===== config.mk =====
export PLATFORM = sky130hd
export DESIGN_NAME = txring_dma
export DESIGN_NICKNAME = d
export VERILOG_FILES = /design/src/rtl/txr_pkg.sv /design/src/rtl/txr_regs.sv /design/src/rtl/txr_engine.sv /design/src/rtl/txring_dma.sv
export SDC_FILE = /design/constraint.sdc
export NUM_CORES = 1
export LEC_CHECK = 0
export BUFFER_PORTS_ARGS = -buffer_cell sky130_fd_sc_hd__buf_2
export CELL_PAD_IN_SITES_DETAIL_PLACEMENT = 0
export CELL_PAD_IN_SITES_GLOBAL_PLACEMENT = 1
export CORE_ASPECT_RATIO = 0.75
export CORE_MARGIN = 1
export CORE_UTILIZATION = 43
export CTS_BUF_LIST = sky130_fd_sc_hd__clkbuf_16
export CTS_CLUSTER_DIAMETER = 150
export DETAILED_ROUTE_END_ITERATION = 16
export HOLD_SLACK_MARGIN = 0.02
export PLACE_DENSITY_LB_ADDON = 0.1
export SYNTH_ARGS = -nofsm -noshare
export SYNTH_HDL_FRONTEND = slang
export SYNTH_SLANG_ARGS = --single-unit

===== constraint.sdc =====
create_clock -name clk -period 7.1 [get_ports clk]
set_input_delay 1.065 -clock clk [delete_from_list [all_inputs] [get_ports clk]]
set_output_delay 1.065 -clock clk [all_outputs]
set_load 0.005 [all_outputs]

===== src/rtl/txr_pkg.sv =====
`timescale 1ns/1ps
package txr_pkg;
  // length/status word fields
  localparam int LS_LEN_LSB = 16;
  localparam int LS_LEN_W   = 12;
  localparam int LS_OWN     = 15;
  localparam int LS_EOP     = 14;
  localparam int LS_SOP     = 13;
  localparam int LS_WRAP    = 12;
  localparam int LS_CRC     = 8;

  // register byte offsets
  localparam logic [4:0] RA_CFG  = 5'h00;
  localparam logic [4:0] RA_STS  = 5'h04;
  localparam logic [4:0] RA_MSK  = 5'h08;
  localparam logic [4:0] RA_MBR  = 5'h0C;
  localparam logic [4:0] RA_RING = 5'h10;

  typedef enum logic [2:0] {
    ST_IDLE, ST_RD_LS, ST_RD_AD, ST_CAP, ST_BUF_RD, ST_BUF_OUT, ST_EMIT, ST_WB
  } eng_state_e;

  typedef struct packed {
    logic not_own;
    logic pkt_done;
    logic buf_done;
  } eng_evt_t;
endpackage


===== src/rtl/txr_regs.sv =====
`timescale 1ns/1ps
module txr_regs
  import txr_pkg::*;
#(
  parameter int AW     = 32,
  parameter int MBW    = 8,
  parameter int MB_RST = 8
) (
  input  logic           clk,
  input  logic           rst_n,
  input  logic           reg_wr,
  input  logic [4:0]     reg_addr,
  input  logic [31:0]    reg_wdata,
  output logic [31:0]    reg_rdata,
  input  eng_evt_t       evt,
  input  logic           eng_idle,
  input  logic           kick_ack,
  output logic           en,
  output logic           stop_pend,
  output logic           kick,
  output logic [MBW-1:0] max_burst,
  output logic [AW-1:0]  ring_start,
  output logic           ring_load,
  output logic           irq
);
  logic [2:0]     sts, sts_n, msk, msk_n;
  logic           en_n, stop_n, kick_n, load_n;
  logic [MBW-1:0] mb_n;
  logic [AW-1:0]  ring_n;

  always_comb begin
    en_n   = en;
    stop_n = stop_pend;
    kick_n = kick;
    sts_n  = sts;
    msk_n  = msk;
    mb_n   = max_burst;
    ring_n = ring_start;
    load_n = 1'b0;
    if (kick_ack) kick_n = 1'b0;
    if (stop_pend && eng_idle) begin
      en_n   = 1'b0;
      stop_n = 1'b0;
    end
    if (reg_wr) begin
      case (reg_addr)
        RA_CFG: begin
          if (reg_wdata[0]) begin
            en_n   = 1'b1;
            stop_n = 1'b0;
            kick_n = 1'b1;
          end else if (en) begin
            stop_n = 1'b1;
          end
        end
        RA_STS:  sts_n = sts & ~reg_wdata[2:0];
        RA_MSK:  msk_n = reg_wdata[2:0];
        RA_MBR:  mb_n  = reg_wdata[MBW-1:0];
        RA_RING: begin
          ring_n = reg_wdata[AW-1:0];
          load_n = 1'b1;
        end
        default: ;
      endcase
    end
    sts_n = sts_n | {evt.not_own, evt.pkt_done, evt.buf_done};
  end

  always_ff @(posedge clk or negedge rst_n) begin
    if (!rst_n) begin
      en         <= 1'b0;
      stop_pend  <= 1'b0;
      kick       <= 1'b0;
      sts        <= '0;
      msk        <= '0;
      max_burst  <= MBW'(MB_RST);
      ring_start <= '0;
      ring_load  <= 1'b0;
    end else begin
      en         <= en_n;
      stop_pend  <= stop_n;
      kick       <= kick_n;
      sts        <= sts_n;
      msk        <= msk_n;
      max_burst  <= mb_n;
      ring_start <= ring_n;
      ring_load  <= load_n;
    end
  end

  always_comb begin
    reg_rdata = '0;
    case (reg_addr)
      RA_CFG:  reg_rdata = {31'd0, en};
      RA_STS:  reg_rdata = {29'd0, sts};
      RA_MSK:  reg_rdata = {29'd0, msk};
      RA_MBR:  reg_rdata = 32'(max_burst);
      RA_RING: reg_rdata = 32'(ring_start);
      default: reg_rdata = '0;
    endcase
  end

  assign irq = |(sts & msk);
endmodule


===== src/rtl/txr_engine.sv =====
`timescale 1ns/1ps
module txr_engine
  import txr_pkg::*;
#(
  parameter int AW  = 32,
  parameter int MBW = 8
) (
  input  logic           clk,
  input  logic           rst_n,
  input  logic           en,
  input  logic           stop_pend,
  input  logic           kick,
  input  logic [MBW-1:0] max_burst,
  input  logic [AW-1:0]  ring_start,
  input  logic           ring_load,
  output logic           kick_ack,
  output logic           eng_idle,
  output eng_evt_t       evt,
  output logic           mem_rd,
  output logic           mem_wr,
  output logic           mem_bstart,
  output logic [AW-1:0]  mem_addr,
  output logic [31:0]    mem_wdata,
  input  logic [31:0]    mem_rdata,
  output logic           buf_rd,
  output logic           st_valid,
  output logic [7:0]     st_data,
  output logic           st_sop,
  output logic           st_eop,
  output logic           st_crc
);
  localparam logic [AW-1:0] WORD_STEP = AW'(4);
  localparam logic [AW-1:0] DESC_STEP = AW'(8);
  localparam logic [31:0]   OWN_CLR   = ~(32'h1 << LS_OWN);

  eng_state_e          state, state_n;
  logic [AW-1:0]       cur, cur_n, bptr, bptr_n;
  logic [31:0]         ls, ls_n, wbuf, wbuf_n;
  logic [LS_LEN_W-1:0] rem, rem_n;
  logic [1:0]          bidx, bidx_n;
  logic                first, first_n;
  logic [MBW-1:0]      bcnt, bcnt_n, eff;

  assign eff      = (max_burst == '0) ? MBW'(1) : max_burst;
  assign eng_idle = (state == ST_IDLE);

  always_comb begin
    state_n = state;  cur_n = cur;   ls_n = ls;     bptr_n = bptr;
    rem_n   = rem;    bidx_n = bidx; first_n = first;
    bcnt_n  = bcnt;   wbuf_n = wbuf;
    mem_rd = 1'b0; mem_wr = 1'b0; mem_bstart = 1'b0; buf_rd = 1'b0;
    mem_addr = '0; mem_wdata = '0;
    st_valid = 1'b0; st_data = '0; st_sop = 1'b0; st_eop = 1'b0; st_crc = 1'b0;
    evt = '0; kick_ack = 1'b0;
    case (state)
      ST_IDLE: if (en && kick && !stop_pend) begin
        kick_ack = 1'b1;
        state_n  = ST_RD_LS;
      end
      ST_RD_LS: begin
        mem_rd = 1'b1; mem_bstart = 1'b1; mem_addr = cur;
        state_n = ST_RD_AD;
      end
      ST_RD_AD: begin
        ls_n = mem_rdata;
        if (mem_rdata[LS_OWN]) begin
          mem_rd = 1'b1; mem_addr = cur + WORD_STEP;
          state_n = ST_CAP;
        end else begin
          evt.not_own = 1'b1;
          state_n = ST_IDLE;
        end
      end
      ST_CAP: begin
        bptr_n  = mem_rdata[AW-1:0];
        rem_n   = ls[LS_LEN_LSB +: LS_LEN_W];
        first_n = 1'b1;
        bcnt_n  = '0;
        state_n = ST_BUF_RD;
      end
      ST_BUF_RD: begin
        if (rem == '0) begin
          state_n = ST_WB;
        end else begin
          mem_rd = 1'b1; buf_rd = 1'b1; mem_addr = bptr;
          mem_bstart = (bcnt == '0);
          bptr_n = bptr + WORD_STEP;
          bcnt_n = (({1'b0, bcnt} + 1'b1) >= {1'b0, eff}) ? '0 : bcnt + 1'b1;
          state_n = ST_BUF_OUT;
        end
      end
      ST_BUF_OUT: begin
        wbuf_n  = mem_rdata;
        bidx_n  = '0;
        state_n = ST_EMIT;
      end
      ST_EMIT: begin
        st_valid = 1'b1;
        st_data  = wbuf[{bidx, 3'b000} +: 8];
        st_sop   = first && ls[LS_SOP];
        st_eop   = (rem == LS_LEN_W'(1)) && ls[LS_EOP];
        st_crc   = ls[LS_CRC];
        rem_n    = rem - 1'b1;
        bidx_n   = bidx + 1'b1;
        first_n  = 1'b0;
        if (rem == LS_LEN_W'(1))  state_n = ST_WB;
        else if (bidx == 2'd3)    state_n = ST_BUF_RD;
      end
      ST_WB: begin
        mem_wr = 1'b1; mem_addr = cur; mem_wdata = ls & OWN_CLR;
        evt.buf_done = 1'b1;
        evt.pkt_done = ls[LS_EOP];
        cur_n   = ls[LS_WRAP] ? ring_start : cur + DESC_STEP;
        state_n = (en && !stop_pend) ? ST_RD_LS : ST_IDLE;
      end
      default: state_n = ST_IDLE;
    endcase
    if (ring_load) cur_n = ring_start;
  end

  always_ff @(posedge clk or negedge rst_n) begin
    if (!rst_n) begin
      state <= ST_IDLE; cur <= '0; ls <= '0; bptr <= '0; rem <= '0;
      bidx <= '0; first <= 1'b0; bcnt <= '0; wbuf <= '0;
    end else begin
      state <= state_n; cur <= cur_n; ls <= ls_n; bptr <= bptr_n; rem <= rem_n;
      bidx <= bidx_n; first <= first_n; bcnt <= bcnt_n; wbuf <= wbuf_n;
    end
  end
endmodule


===== src/rtl/txring_dma.sv =====
`timescale 1ns/1ps
module txring_dma
  import txr_pkg::*;
#(
  parameter int AW     = 32,
  parameter int MBW    = 8,
  parameter int MB_RST = 8
) (
  input  logic          clk,
  input  logic          rst_n,
  input  logic          reg_wr,
  input  logic [4:0]    reg_addr,
  input  logic [31:0]   reg_wdata,
  output logic [31:0]   reg_rdata,
  output logic          irq,
  output logic          mem_rd,
  output logic          mem_wr,
  output logic          mem_bstart,
  output logic [AW-1:0] mem_addr,
  output logic [31:0]   mem_wdata,
  input  logic [31:0]   mem_rdata,
  output logic          st_valid,
  output logic [7:0]    st_data,
  output logic          st_sop,
  output logic          st_eop,
  output logic          st_crc
);
  logic [1:0]     rst_q;
  logic           rst_i;
  logic           en_w, stop_w, kick_w, kick_ack_w, idle_w, load_w, buf_rd_w;
  logic [MBW-1:0] mb_w;
  logic [AW-1:0]  ring_w;
  eng_evt_t       evt_w;

  // asynchronous assertion, synchronous release
  always_ff @(posedge clk or negedge rst_n) begin
    if (!rst_n) rst_q <= 2'b00;
    else        rst_q <= {rst_q[0], 1'b1};
  end
  assign rst_i = rst_q[1];

  txr_regs #(.AW(AW), .MBW(MBW), .MB_RST(MB_RST)) u_regs (
    .clk(clk), .rst_n(rst_i), .reg_wr(reg_wr), .reg_addr(reg_addr),
    .reg_wdata(reg_wdata), .reg_rdata(reg_rdata), .evt(evt_w),
    .eng_idle(idle_w), .kick_ack(kick_ack_w), .en(en_w), .stop_pend(stop_w),
    .kick(kick_w), .max_burst(mb_w), .ring_start(ring_w), .ring_load(load_w),
    .irq(irq)
  );

  txr_engine #(.AW(AW), .MBW(MBW)) u_eng (
    .clk(clk), .rst_n(rst_i), .en(en_w), .stop_pend(stop_w), .kick(kick_w),
    .max_burst(mb_w), .ring_start(ring_w), .ring_load(load_w),
    .kick_ack(kick_ack_w), .eng_idle(idle_w), .evt(evt_w),
    .mem_rd(mem_rd), .mem_wr(mem_wr), .mem_bstart(mem_bstart),
    .mem_addr(mem_addr), .mem_wdata(mem_wdata), .mem_rdata(mem_rdata),
    .buf_rd(buf_rd_w), .st_valid(st_valid), .st_data(st_data),
    .st_sop(st_sop), .st_eop(st_eop), .st_crc(st_crc)
  );
endmodule


=== Word level (Yosys, flattened, before mapping) ===
Cells that the tools add are included.

* Output and inout port bits: 112
* Logic and storage cells: 127
* Register bits after elaboration: 206
* Bits of input ports: 72

* Add/sub/neg operators: 7
* Shift operators: 1
* Eq/ne operators: 16
* Mux-type cells: 57
* Order comparisons: 1
* Reductions and logical operators: 23
* Bitwise logic cells: 4

{| class="wikitable"
|+ Operator list
! cell !! count
|-
| $mux 32 || 7
|-
| $pmux 32 s5 || 1
|-
| $pmux 32 s3 || 1
|-
| $add 32x3->32 const B || 2
|-
| $pmux 32 s2 || 1
|-
| $add 32x4->32 const B || 1
|-
| $mux 8 || 4
|-
| $shiftx 32x6->8 || 1
|-
| $mux 1 || 28
|-
| $pmux 12 s2 || 1
|-
| $pmux 3 s8 || 1
|-
| $logic_not 8->1 || 2
|-
| $pmux 8 s2 || 1
|-
| $mux 3 || 5
|-
| $eq 12x1->1 const B || 1
|-
| $eq 3x3->1 const B || 4
|-
| $logic_not 12->1 || 1
|-
| $sub 12x1->12 const B || 1
|-
| $eq 5x4->1 const B || 2
|-
| $reduce_and 2->1 || 5
|-
| $add 8x1->9 const B || 1
|-
| $ge 9x8->1 || 1
|-
| $add 8x1->8 const B || 1
|-
| $reduce_bool 2->1 || 4
|-
| other kinds (21) || 32
|}

=== Longest topological paths before layout ===
* Depth in word-level cells: 8
* Gate-level depth with buffers: 10
* Gate-level depth less buffers: 10

=== Cells and area by module ===
From an unflattened synthesis, not the netlist that was laid out.

* Cell total of the unflattened synthesis: 1230
* Area total of the unflattened synthesis: 11810.1 µm²

{| class="wikitable"
|+ By module, submodules not included
! module !! seq. area each (µm²) !! times used !! cells each !! area each (µm²)
|-
| txr_engine || 3828.7 || 1 || 1053 || 9357.7
|-
| txr_regs || 1252.5 || 1 || 174 || 2398.6
|-
| txring_dma || 50.0 || 1 || 3 || 53.8
|}

=== Least setup slack after synthesis ===
OpenSTA, ideal clock, no wires.

* Path kind: in2out
* Start: input mem_rdata[15]
* End: output mem_addr[29]
* Arrival time: 2152 ps
* Slack: 3883 ps
* Required time: 6035 ps
* Path buffers: 2
* Stages: 5
* Path through: and4bb_2 -> clkbuf_1 -> clkbuf_1 -> o21ai_0 -> a22oi_1

* Word-level cells in the longest chain between the ends: 2

{| class="wikitable"
|+ RTL lines
! element !! RTL line !! RTL
|-
| from (decl) || txring_dma.sv:21 || <nowiki>input logic [31:0] mem_rdata,</nowiki>
|-
| $mux 32 || txr_engine.sv:66 || <nowiki>if (mem_rdata[LS_OWN]) begin</nowiki>
|-
| $pmux 32 s3 || txr_engine.sv:55 || <nowiki>case (state)</nowiki>
|-
| to (decl) || txring_dma.sv:19 || <nowiki>output logic [AW-1:0] mem_addr,</nowiki>
|}

No other way between the ends.

=== Worst setup path in the final report ===
* Start: register u_eng.cur[2]
* End: output mem_addr[30]

* Word-level cells in the longest chain between the ends: 3

{| class="wikitable"
|+ RTL lines
! element !! RTL line !! RTL
|-
| from (decl) || txr_engine.sv:37 || <nowiki>logic [AW-1:0] cur, cur_n, bptr, bptr_n;</nowiki>
|-
| from (signal assigned) || txr_engine.sv:126 || <nowiki>state <= state_n; cur <= cur_n; ls <= ls_n; bptr <= bptr_n; rem <= rem_n;</nowiki>
|-
| $add 32x3->32 || txr_engine.sv:67 || <nowiki>mem_rd = 1'b1; mem_addr = cur + WORD_STEP;</nowiki>
|-
| $mux 32 || txr_engine.sv:66 ||
|-
| $pmux 32 s3 || txr_engine.sv:55 ||
|}

No other way between the ends.

==> results_dict.tcl <==
set metrics [dict create \
    status "complete, no violations" \
    rows 52 \
    die_height_um 146.6 \
    multi_input_area_sq_um 6356 \
    viasPerCell 6.016 \
    area_delta_synth_final_pct 14.50 \
    met3_usage 0.03950 \
    wl_per_cell_um 21.75 \
    grt_start_max_net_pins 71 \
    drt-total-wl_um 37760 \
    drt_pass1_iterations 5 \
    grt_pass1_wl_um 58910 \
    p_total_w 0.005655 \
    cts_setup_buffers 0 \
    area.sequential_sq_um 5135 \
    hp-class "in -> async" \
    num_vias 10440 \
    leakage_nw 6.138 \
    start_util 0.4408 \
    cts_resized 0 \
    die_area_sq_um 28560 \
    crit_type "reg -> out" \
    first_global_vias 10000 \
    post-route-period-util 0.6105 \
    gp_congestion 0.8453 \
    cp_max_fo 15 \
    stdcell_count 1736 \
    diodes 0 \
    ys.flop_type "dfrtp_1" \
    clock_path_buffers 3 \
    synth.distinct_cells 85 \
    clockRootBuffer "clkbuf_16" \
    cts_num_sinks 205 \
    worst_ep_arrival_time_ns 3.27 \
    path_clk_slew_ns 0.06 \
    maxCapViolations 0 \
    critPathLaunchType "register" \
    cts_tree "done" \
    finalSetupTns_ns 0 \
    synth_warnings 0 \
    met2_usage 0.3884 \
    synth-async-reset-ratio 1.000 \
    htree_levels 1 \
    busiest_layer "met1" \
    ant_nets 0 \
    relSlewSlack 0.2896 \
    skew_ns 0.02250 \
    yosysSeqAreaShare 0.4280 \
    p_per_area_nw_per_um2 412.0 \
    cts_made_buffers 24 \
    clk_latency_ns 0.54 \
    synth_edf_count 0 \
    end_kind "output port" \
    holdBufCountCts 0 \
    netlist_area_sq_um 11990 \
    irDropWorstVdd_uv 210.7 \
    setup_violations 0 \
    antenna_found_initial 2 \
    ioPinCount 184 \
    required_ns 6.03 \
    portBuffers 182 \
    drc 0 \
    min_period_ns 4.334 \
    worst_slew_pin_slew_ns 1.063 \
    synth_nets 1324 \
    core_sq_um 27200 \
    dp_hpwl_um 26950 \
    die_w_um 194.8 \
    syn_inst 1236 \
    track_usage 0.2631 \
    hold_viol_final 0 \
    layout-drive-gt1-share 0.2780 \
    synth.avg_cell_area_sq_um 9.699 \
    ys_ff_latch 205 \
    dp_cells 1695 \
    met1_usage 0.4079 \
    maxSlewViolCount 0 \
    num-nets-final 1458 \
    grt_setup_unrepaired "no" \
    drt_iter0_markers 830 \
    fillers 2624 \
    grt_overflow 0 \
    timing.fmax_mhz 230.7 \
]
[flip-flops by register name, summed over array words and instances, names as in the netlist, 3 cells and up]
register	cells
u_eng.bcnt	8
u_eng.bptr	32
u_eng.cur	32
u_eng.ls	31
u_eng.rem	12
u_eng.state	3
u_eng.wbuf	32
u_regs.max_burst	8
u_regs.msk	3
u_regs.ring_start	32
u_regs.sts	3
[power by group]
part | internal, W | switching (W) | leakage (nW)
clock | 0.000612 | 0.000510 | 0.359
combinational | 0.00101 | 0.00122 | 3.31
sequential | 0.00165 | 0.000652 | 2.47
[cells in the mapped netlist, types with 5 or more instances]
| cell type | count | area [sq um] |
|---|---|---|
| o22a_1 | 6 | 52.55 |
| and3_1 | 16 | 100.1 |
| or3_1 | 9 | 56.30 |
| nand4b_1 | 5 | 43.79 |
| nor2b_1 | 10 | 62.56 |
| and4_1 | 5 | 43.79 |
| a21o_1 | 5 | 37.54 |
| and2_1 | 73 | 456.7 |
| or2_2 | 7 | 43.79 |
| a211oi_1 | 9 | 67.56 |
| o311ai_0 | 10 | 87.58 |
| mux2i_1 | 5 | 50.05 |
| a22oi_1 | 6 | 45.04 |
| a221o_1 | 8 | 80.08 |
| a211o_1 | 5 | 43.79 |
| buf_2 | 23 | 115.1 |
| mux4_2 | 8 | 180.2 |
| mux2_2 | 110 | 1239 |
| a31oi_1 | 15 | 93.84 |
| or4_1 | 5 | 37.54 |
| a311oi_1 | 6 | 52.55 |
| a22o_1 | 9 | 78.83 |
| inv_1 | 28 | 105.1 |
| nor3_1 | 26 | 130.1 |
| dfrtp_1 | 204 | 5105 |
| a2bb2oi_1 | 10 | 87.58 |
| o211ai_1 | 13 | 97.59 |
| buf_6 | 6 | 67.56 |
| nor2_1 | 71 | 266.5 |
| o21ai_0 | 53 | 265.3 |
| o22ai_1 | 18 | 112.6 |
| nand3_1 | 46 | 230.2 |
| nand4_1 | 28 | 175.2 |
| ha_1 | 16 | 200.2 |
| nor4_1 | 10 | 62.56 |
| nand2_1 | 126 | 473.0 |
| clkbuf_1 | 51 | 191.4 |
| a21oi_1 | 72 | 360.4 |
[through the flow]
stage / utilization / hold WS [ns] / setup slack [ns] / cell area (sq um)
CTS: 0.5047 / 0.2850 / 2.834 / 13730
global placement: 0.4793 / 0.3375 / 2.997 / 13040
floorplan: - / 0.3312 / 0.9661 / 11990
detailed placement: 0.4793 / 0.3396 / 2.962 / 13040
global route: 0.5047 / 0.2966 / 2.587 / 13730
finish: 0.5047 / 0.3047 / 2.766 / 13730
[final timing paths]
check                              start            end  slack [ns]  depth (start not counted)
max                         u_eng.cur[2]   mem_addr[30]        2.77                          7
min                                rst_n       rst_q[1]        0.30                          1
max reg2reg                u_eng.bcnt[0]  u_eng.bcnt[3]        4.00                          9
min reg2reg                     rst_q[0]       rst_q[1]        0.35                          0
max in group asynchronous       rst_q[1]   u_eng.ls[30]        5.14                          1
min in group clk                rst_q[0]       rst_q[1]        0.35                          0
[metal layers]
metal  share of wire  up-vias  wire length (um)
met2            0.43      334             16310
met4           0.016        0               591
met1            0.49     5216             18550
met5               0        -                 0
li1                -     4853                 -
met3           0.061       40              2303
[logic make-up after synthesis]
kind of cell    Yosys count  synth area share
buf+inv                 114           0.04311
mux                     123            0.1225
other cells               2         0.0006265
xor+xnor                  5          0.003653
flops                   205            0.4280
compound gates          296            0.1687
fa+ha+maj                16           0.01670
simple gates            475            0.2167
[final cells by class]
class                   count  area share
clock buffers              24     0.04376
well taps                 351     0.03200
inverters                  28    0.007657
clock inverters            17    0.006472
flip-flops and latches    205      0.3741
multi-input cells         917      0.4631
repair buffers            194     0.07293
[worst max-delay path: stages, from the launching register on]
cell and delay, ns:
dfrtp_1 0.73, ha_1 0.31, nand3_2 0.20, nor4_4 0.56
nand2_1 0.17, or4_1 0.50, nand3_1 0.13, buf_2 0.13
[cell usage in the layout (no fill, tap or decap), drive strengths merged, types with 10 or more instances in the layout]
cell and count:
a21oi 73, o22ai 18, mux2 110, o211ai 13, a2bb2oi 10, inv 35, ha 16, nor2b 10
o311ai 10, and2 73, nor2 73, buf 194, nor3 27, a31oi 15, dfrtp 204, nand2 129
nand3 48, nor4 17, or3 10, and3 16, nand4 31, o21ai 56, clkbuf 24
Power figures use the tool's default switching activity.
